## src/rtl/trap_pkg.sv

```systemverilog
package trap_pkg;
   // stage indices; depth order is behaviour (higher index = older instruction)
   localparam int STG_IF  = 0;
   localparam int STG_ID  = 1;
   localparam int STG_EX  = 2;
   localparam int STG_MEM = 3;
   localparam int STG_WB  = 4;
   // stages that can raise a synchronous fault
   localparam int N_TRAP_STG = STG_MEM + 1;
   localparam int CODE_W = 5;

   typedef enum logic [CODE_W-1:0] {
      CC_INTR   = 5'd0,
      CC_IFAULT = 5'd4,
      CC_DFAULT = 5'd5,
      CC_UNDEF  = 5'd10,
      CC_OVF    = 5'd12
   } cause_e;
endpackage

```

## src/rtl/trap_src_map.sv

```systemverilog
module trap_src_map
   import trap_pkg::*;
#(
   parameter int  NT           = N_TRAP_STG,
   parameter bit  IRQ_AT_FETCH = 1'b1
) (
   input  logic [NT-1:0]             valid,
   input  logic                      fetch_fault,
   input  logic                      undef_op,
   input  logic                      alu_ovf,
   input  logic                      data_fault,
   input  logic                      irq_pend,
   output logic [NT-1:0]             ev,
   output logic [NT-1:0]             irq_slot,
   output logic [NT-1:0][CODE_W-1:0] code
);
   logic irq_fetch_ok;

   generate
      if (IRQ_AT_FETCH) begin : g_fetch_slot
         assign irq_fetch_ok = irq_pend & ~valid[STG_ID];
      end else begin : g_no_fetch_slot
         assign irq_fetch_ok = 1'b0;
      end
   endgenerate

   always_comb begin
      ev       = '0;
      irq_slot = '0;
      code     = '0;
      // fetch slot: request ahead of the fetched instruction
      if (valid[STG_IF]) begin
         if (irq_fetch_ok) begin
            ev[STG_IF]       = 1'b1;
            irq_slot[STG_IF] = 1'b1;
            code[STG_IF]     = CC_INTR;
         end else if (fetch_fault) begin
            ev[STG_IF]   = 1'b1;
            code[STG_IF] = CC_IFAULT;
         end
      end
      // decode slot: request ahead of the decoded instruction
      if (valid[STG_ID]) begin
         if (irq_pend) begin
            ev[STG_ID]       = 1'b1;
            irq_slot[STG_ID] = 1'b1;
            code[STG_ID]     = CC_INTR;
         end else if (undef_op) begin
            ev[STG_ID]   = 1'b1;
            code[STG_ID] = CC_UNDEF;
         end
      end
      if (valid[STG_EX] && alu_ovf) begin
         ev[STG_EX]   = 1'b1;
         code[STG_EX] = CC_OVF;
      end
      if (valid[STG_MEM] && data_fault) begin
         ev[STG_MEM]   = 1'b1;
         code[STG_MEM] = CC_DFAULT;
      end
   end

   // an interrupt slot never appears in the execute or memory stage
   always_comb begin
      assert (irq_slot[STG_EX] == 1'b0 && irq_slot[STG_MEM] == 1'b0)
         else $error("p_irq_slot_shallow_r7");
   end
endmodule

```

## src/rtl/trap_age_pick.sv

```systemverilog
module trap_age_pick #(
   parameter int N  = 4,
   localparam int IW = (N > 1) ? $clog2(N) : 1
) (
   input  logic          clk,
   input  logic          rst_n,
   input  logic [N-1:0]  ev,
   output logic          any,
   output logic [IW-1:0] sel_idx,
   output logic [N-1:0]  sel_oh
);
   always_comb begin
      sel_idx = '0;
      // ascending scan: the deepest (oldest) set stage is written last
      for (int i = 0; i < N; i++) begin
         if (ev[i]) sel_idx = IW'(i);
      end
   end

   assign any    = |ev;
   assign sel_oh = any ? (N'(1) << sel_idx) : '0;

   p_sel_onehot_r3: assert property (@(posedge clk) disable iff (!rst_n)
      $onehot0(sel_oh));
   p_sel_oldest_r3: assert property (@(posedge clk) disable iff (!rst_n)
      any |-> ((ev >> sel_idx) == N'(1)));
endmodule

```

## src/rtl/trap_flush_gen.sv

```systemverilog
module trap_flush_gen #(
   parameter int NT = 4,
   parameter int NS = 5
) (
   input  logic          clk,
   input  logic          rst_n,
   input  logic [NT-1:0] sel_oh,
   output logic [NS-1:0] flush
);
   genvar gi;
   generate
      for (gi = 0; gi < NS; gi++) begin : g_stage
         if (gi < NT) begin : g_trap
            // flushed when the offender is this stage or an older one
            assign flush[gi] = |sel_oh[NT-1:gi];
         end else begin : g_tail
            assign flush[gi] = 1'b0;
         end
      end
      for (gi = 0; gi < NS - 1; gi++) begin : g_chk
         p_flush_therm_r4: assert property (@(posedge clk) disable iff (!rst_n)
            flush[gi+1] |-> flush[gi]);
      end
   endgenerate
endmodule

```

## src/rtl/trap_irq_pend.sv

```systemverilog
module trap_irq_pend (
   input  logic clk,
   input  logic rst_n,
   input  logic req,
   input  logic take,
   output logic pend
);
   logic pend_q;

   always_ff @(posedge clk or negedge rst_n) begin
      if (!rst_n) pend_q <= 1'b0;
      else        pend_q <= (pend_q & ~take) | req;
   end

   assign pend = pend_q;

   p_take_needs_pend_r11: assert property (@(posedge clk) disable iff (!rst_n)
      take |-> pend_q);
   p_pend_hold_r8: assert property (@(posedge clk) disable iff (!rst_n)
      (pend_q && !take) |=> pend_q);
   p_pend_clear_r11: assert property (@(posedge clk) disable iff (!rst_n)
      (take && !req) |=> !pend_q);
endmodule

```

## src/rtl/trap_sequencer.sv

```systemverilog
module trap_sequencer
   import trap_pkg::*;
#(
   parameter int          XLEN           = 32,
   parameter int          NSTG           = 5,
   parameter int          CAUSE_W        = 5,
   parameter logic [31:0] HANDLER_ADDR   = 32'h8000_0180,
   parameter bit          IRQ_AT_FETCH   = 1'b1,
   parameter bit          ONEHOT_EPC_MUX = 1'b1,
   localparam int         NT             = N_TRAP_STG,
   localparam int         IW             = $clog2(NT)
) (
   input  logic               clk,
   input  logic               rst_n,
   input  logic [NT-1:0]      stg_valid,
   input  logic [NT*XLEN-1:0] stg_pc_flat,
   input  logic               fetch_fault,
   input  logic               undef_op,
   input  logic               alu_ovf,
   input  logic               data_fault,
   input  logic               dev_irq,
   input  logic               mem_we_in,
   output logic               cause_we,
   output logic [CAUSE_W-1:0] cause_val,
   output logic               epc_we,
   output logic [XLEN-1:0]    epc_val,
   output logic [NSTG-1:0]    flush_vec,
   output logic               pc_override,
   output logic [XLEN-1:0]    pc_target,
   output logic               mem_we_out
);
   generate
      if (NSTG < STG_WB + 1) begin : g_bad_nstg
         $error("NSTG must cover all five pipeline stages");
      end
      if (XLEN < 32) begin : g_bad_xlen
         $error("XLEN must hold the handler address");
      end
      if (CAUSE_W < CODE_W) begin : g_bad_cw
         $error("CAUSE_W too narrow for the cause codes");
      end
      if (HANDLER_ADDR[1:0] != 2'b00) begin : g_bad_vec
         $error("handler address must be word aligned");
      end
   endgenerate

   logic [XLEN-1:0]             pc_arr [NT];
   logic [NT-1:0]               ev, irq_slot, sel_oh;
   logic [NT-1:0][CODE_W-1:0]   code;
   logic [IW-1:0]               sel_idx;
   logic                        any, irq_pend, irq_take;
   logic [XLEN-1:0]             epc_sel;

   always_comb begin
      for (int i = 0; i < NT; i++) pc_arr[i] = stg_pc_flat[i*XLEN +: XLEN];
   end

   trap_irq_pend u_pend (
      .clk  (clk),
      .rst_n(rst_n),
      .req  (dev_irq),
      .take (irq_take),
      .pend (irq_pend)
   );

   trap_src_map #(.NT(NT), .IRQ_AT_FETCH(IRQ_AT_FETCH)) u_src (
      .valid      (stg_valid),
      .fetch_fault(fetch_fault),
      .undef_op   (undef_op),
      .alu_ovf    (alu_ovf),
      .data_fault (data_fault),
      .irq_pend   (irq_pend),
      .ev         (ev),
      .irq_slot   (irq_slot),
      .code       (code)
   );

   trap_age_pick #(.N(NT)) u_pick (
      .clk    (clk),
      .rst_n  (rst_n),
      .ev     (ev),
      .any    (any),
      .sel_idx(sel_idx),
      .sel_oh (sel_oh)
   );

   trap_flush_gen #(.NT(NT), .NS(NSTG)) u_flush (
      .clk   (clk),
      .rst_n (rst_n),
      .sel_oh(sel_oh),
      .flush (flush_vec)
   );

   generate
      if (ONEHOT_EPC_MUX) begin : g_epc_andor
         always_comb begin
            epc_sel = '0;
            for (int i = 0; i < NT; i++) epc_sel |= {XLEN{sel_oh[i]}} & pc_arr[i];
         end
      end else begin : g_epc_index
         assign epc_sel = any ? pc_arr[sel_idx] : '0;
      end
   endgenerate

   assign irq_take    = |(sel_oh & irq_slot);
   assign cause_we    = any;
   assign epc_we      = any;
   assign cause_val   = any ? CAUSE_W'(code[sel_idx]) : '0;
   assign epc_val     = epc_sel;
   assign pc_override = any;
   assign pc_target   = any ? XLEN'(HANDLER_ADDR) : '0;
   assign mem_we_out  = mem_we_in & ~flush_vec[STG_MEM];

   p_commit_trio_r5: assert property (@(posedge clk) disable iff (!rst_n)
      cause_we |-> (epc_we && pc_override && pc_target == XLEN'(HANDLER_ADDR)));
   p_quiet_r5: assert property (@(posedge clk) disable iff (!rst_n)
      !pc_override |-> (flush_vec == '0 && !cause_we));
   p_memwe_gate_r10: assert property (@(posedge clk) disable iff (!rst_n)
      flush_vec[STG_MEM] |-> !mem_we_out);
   p_invalid_ignored_r6: assert property (@(posedge clk) disable iff (!rst_n)
      (stg_valid == '0) |-> !cause_we);
endmodule

```

## config.mk

```make
export PLATFORM = sky130hd
export DESIGN_NAME = trap_sequencer
export DESIGN_NICKNAME = d
export VERILOG_FILES = /design/src/rtl/trap_pkg.sv /design/src/rtl/trap_src_map.sv /design/src/rtl/trap_age_pick.sv /design/src/rtl/trap_flush_gen.sv /design/src/rtl/trap_irq_pend.sv /design/src/rtl/trap_sequencer.sv
export SDC_FILE = /design/constraint.sdc
export NUM_CORES = 1
export LEC_CHECK = 0
export BUFFER_PORTS_ARGS = -buffer_cell sky130_fd_sc_hd__buf_2
export CAP_MARGIN = 10
export CORE_AREA = 2 2 84 86
export CTS_CLUSTER_DIAMETER = 120
export CTS_CLUSTER_SIZE = 20
export DETAILED_ROUTE_END_ITERATION = 6
export DIE_AREA = 0 0 86 88
export PLACE_DENSITY = 0.7
export SLEW_MARGIN = 10
export SYNTH_ARGS = -nofsm -noshare
export SYNTH_HDL_FRONTEND = slang
export SYNTH_HIERARCHICAL = 1
export SYNTH_SLANG_ARGS = --single-unit
```

## constraint.sdc

```tcl
create_clock -name clk -period 1.6 [get_ports clk]
set_input_delay 0.16 -clock clk [delete_from_list [all_inputs] [get_ports clk]]
set_output_delay 0.16 -clock clk [all_outputs]
set_load 0.02 [all_outputs]
```

==> metrics.md <==
| Metric | Value |
|---|---|
| Area after DPL | `around 2500 um^2` |
| Gp weighted congestion | `roughly 0.81` |
| # DRC | `0` |
| Worst-path maximum fanout | `4` |
| Mapped cell area | `1730 um^2` |
| Row count | `30` |
| Final nets | `543` |
| Fin Clk Skew | `0 ps` |
| GRT Total Usage | `15.2%` |
| Leakage power | `between 1.5 and 2 nW` |
| R2R Path Start | `u_pend/pend$_DFF_PN0_` |
| Final WL | `a little under 7 mm` |
| Max Cap Violations | `0` |
| Failing checks | `setup timing` |
| Reg2reg path depth | `9` |
| Ant diodes | `0` |
| Via count | `2164` |
| Hold EP | `u_pend/pend$_DFF_PN0_` |
| Post-route setup slack | `-131 ps` |
| Final std cell area, no fill | `between 3000 and 4000 um^2` |
| FF-to-FF End | `u_pend/pend$_DFF_PN0_` |
| Overflow after GRT | `0` |
| Fraction of layout cells with a size suffix above 1 | `a little under three quarters` |
| Area Overhead vs Synth | `76.4%` |
| Non-filler instance count after layout | `481` |
| IO Pins | `218` |
| Hold Path Class | `input port to flip-flop` |
| # port buffers | `186` |
| DRT iter0 DRCs | `59` |
| Core area | `6640 um^2` |
| Mapped Cells | `219` |
| Period utilization | `108%` |
| Net Switching | `around 640 uW` |
| P per Cell Area | `415 nW/um^2` |
| First-pass GRT wire length | `9.58 mm` |
| Post-synthesis cell type count | `28` |
| Reg area | `25.0 um^2` |
| Final hold vios | `0` |
| Dpl hpwl | `5.12 mm` |
| Pins Over Slew Limit | `0` |
| Synth Register Bits | `1` |
| Status | `finished, violations left` |
| Clk pwr share | `0%` |
| DR pass1 iterations | `4` |
| Largest register FFs | `1` |
| RSZ-0062 raised after global routing | `yes` |
| Worst setup SP type | `flip-flop` |
| Vias in the first global route | `about 2100` |
| Hold depth | `2` |
| Final setup TNS | `-1930 ps` |
| Drt wl/cell | `between 10 and 15 um` |
| Arrival time at the worst endpoint | `between 1500 and 2000 ps` |
| Synth Flop Type | `dfrtp_1` |
| Die ar. | `around 7600 um^2` |
| Worst Hold Launch | `dev_irq` |
| Pre-CTS setup slack | `-184 ps` |
| Antenna violations before repair | `0` |
| Post-Syn Area per Cell | `7.91 um^2` |
| DIE HEIGHT | `88 um` |
| Number of enable flip-flop cells after synthesis | `0` |
| Design Power | `1.27 mW` |
| Reg2Reg Setup Slack | `-30 ps` |
| Placed insts | `roughly 470` |
| Largest net degree at the start of global routing | `22` |
| Worst-Skew Late Latency | `0 ps` |
| Vias per Instance | `around 4.5` |
| Critical path type | `flip-flop to output port` |
| Antenna Nets Post-Route | `0` |
| Switching share of power | `50.4%` |
| Syn. warnings | `6` |
| # setup viols final | `36` |
| FILL cells | `633` |
| Seq/Total Area, Yosys | `1.45%` |
| Crit path capture type | `output port` |
| Combinational Power Share | `97.6%` |
| Reg power frac | `2.4%` |
| Period minus WS final | `1730 ps` |
| Starting Density | `26.1%` |
| Clock-pin slew on the worst setup and hold paths | `0 ps` |
| Final core occ | `46.0%` |
| WP data required | `around 1400 ps` |
| Die X | `86 um` |
| Area of the multi-input gates | `about 1400 um^2` |
| Asr flop ratio synth | `100%` |
| WHS | `345 ps` |
| Max Fclk | `578 MHz` |
| Internal power | `628 uW` |
| Worst vdd ir | `0.200 mV` |
-- Yosys cell counts (2+ instances only) --
library cell	number	share of area, %
a22oi_1	34	15
a22oi_2	32	23
and2_1	2	0.72
buf_4	56	24
buf_6	17	11
conb_1	3	0.65
inv_1	5	1.1
mux2i_1	10	5.8
nand2_1	34	7.4
nor2_1	3	0.65
o22ai_1	5	1.8
or3_1	2	0.72
-- worst max-delay path, stage by stage (launching register included) --
cell and delay [ps]:
dfrtp_1 380, o21a_2 260, or3_4 440, or2b_4 250, o22ai_2 90, buf_6 130
-- kinds of logic after synthesis --
group,share of synthesized area (%)
other,0.650
AND/OR/NAND/NOR,14.2
AO/OA/AOI/OAI,41.3
buffers and inverters,36.6
flip-flops,1.44
multiplexers,5.78
-- worst max path at each step --
stage | start | end | slack, ps | cells past startpoint
after floorplan | stg_valid[3] | cause_val[3] | -50 | 6
after global placement | u_pend/pend$_DFF_PN0_ | epc_val[23] | -170 | 8
after detailed placement | u_pend/pend$_DFF_PN0_ | epc_val[23] | -180 | 8
after CTS | alu_ovf | cause_val[3] | -100 | 7
after global routing | u_pend/pend$_DFF_PN0_ | epc_val[24] | -180 | 9
final | u_pend/pend$_DFF_PN0_ | cause_val[3] | -130 | 5
-- layer usage --
layer / vias up / GRT usage (%) / wire [um]
met5: - / 0 / 0
met3: 0 / 1.32 / 424
met2: 94 / 29.9 / 3860
li1: 1063 / - / -
met4: 0 / 1.01 / 0
met1: 1007 / 18.5 / 2540
-- repair_timing --
item | CTS | global route
endpoints found under the setup margin | 38 | 39
resized for setup | 105 | 12
pin swaps | 24 | 16
hold endpoints to repair | 1 | 0
gates cloned | 3 | 0
setup buffers | 2 | 1
hold buffers | 1 | 0
-- power by group through the flow --
| stage | registers, mW | logic (mW) | clock network [mW] |
|---|---|---|---|
| 2_1_floorplan | 0.0317 | 0.700 | 0 |
| 3_3_place_gp | 0.0302 | 0.952 | 0 |
| 3_5_place_dp | 0.0304 | 0.962 | 0 |
| 4_1_cts | 0.0307 | 1.19 | 0 |
| 5_1_grt | 0.0312 | 1.31 | 0 |
| 6_report | 0.0307 | 1.24 | 0 |
-- layout by cell type (no fill, tap or decap), drive strengths merged --
cell type	n
a21o	2
a21oi	1
a22oi	66
and2	3
and3	1
and3b	1
buf	213
conb	45
dfrtp	1
dlygate4sd3	1
inv	5
mux2i	10
nand2	34
nand2b	1
nor2	3
nor2b	1
nor3b	1
o21a	1
o22ai	5
or2	2
or2b	1
or3	2
or4	1
-- layout make-up --
cell class | count | share of cell area [%]
multi-input cells | 181 | 47.1
inverters | 5 | 0.615
repair buffers | 214 | 48.2
flip-flops and latches | 1 | 0.819
well taps | 80 | 3.28
Note: power is estimated with default switching activity, not from simulation.
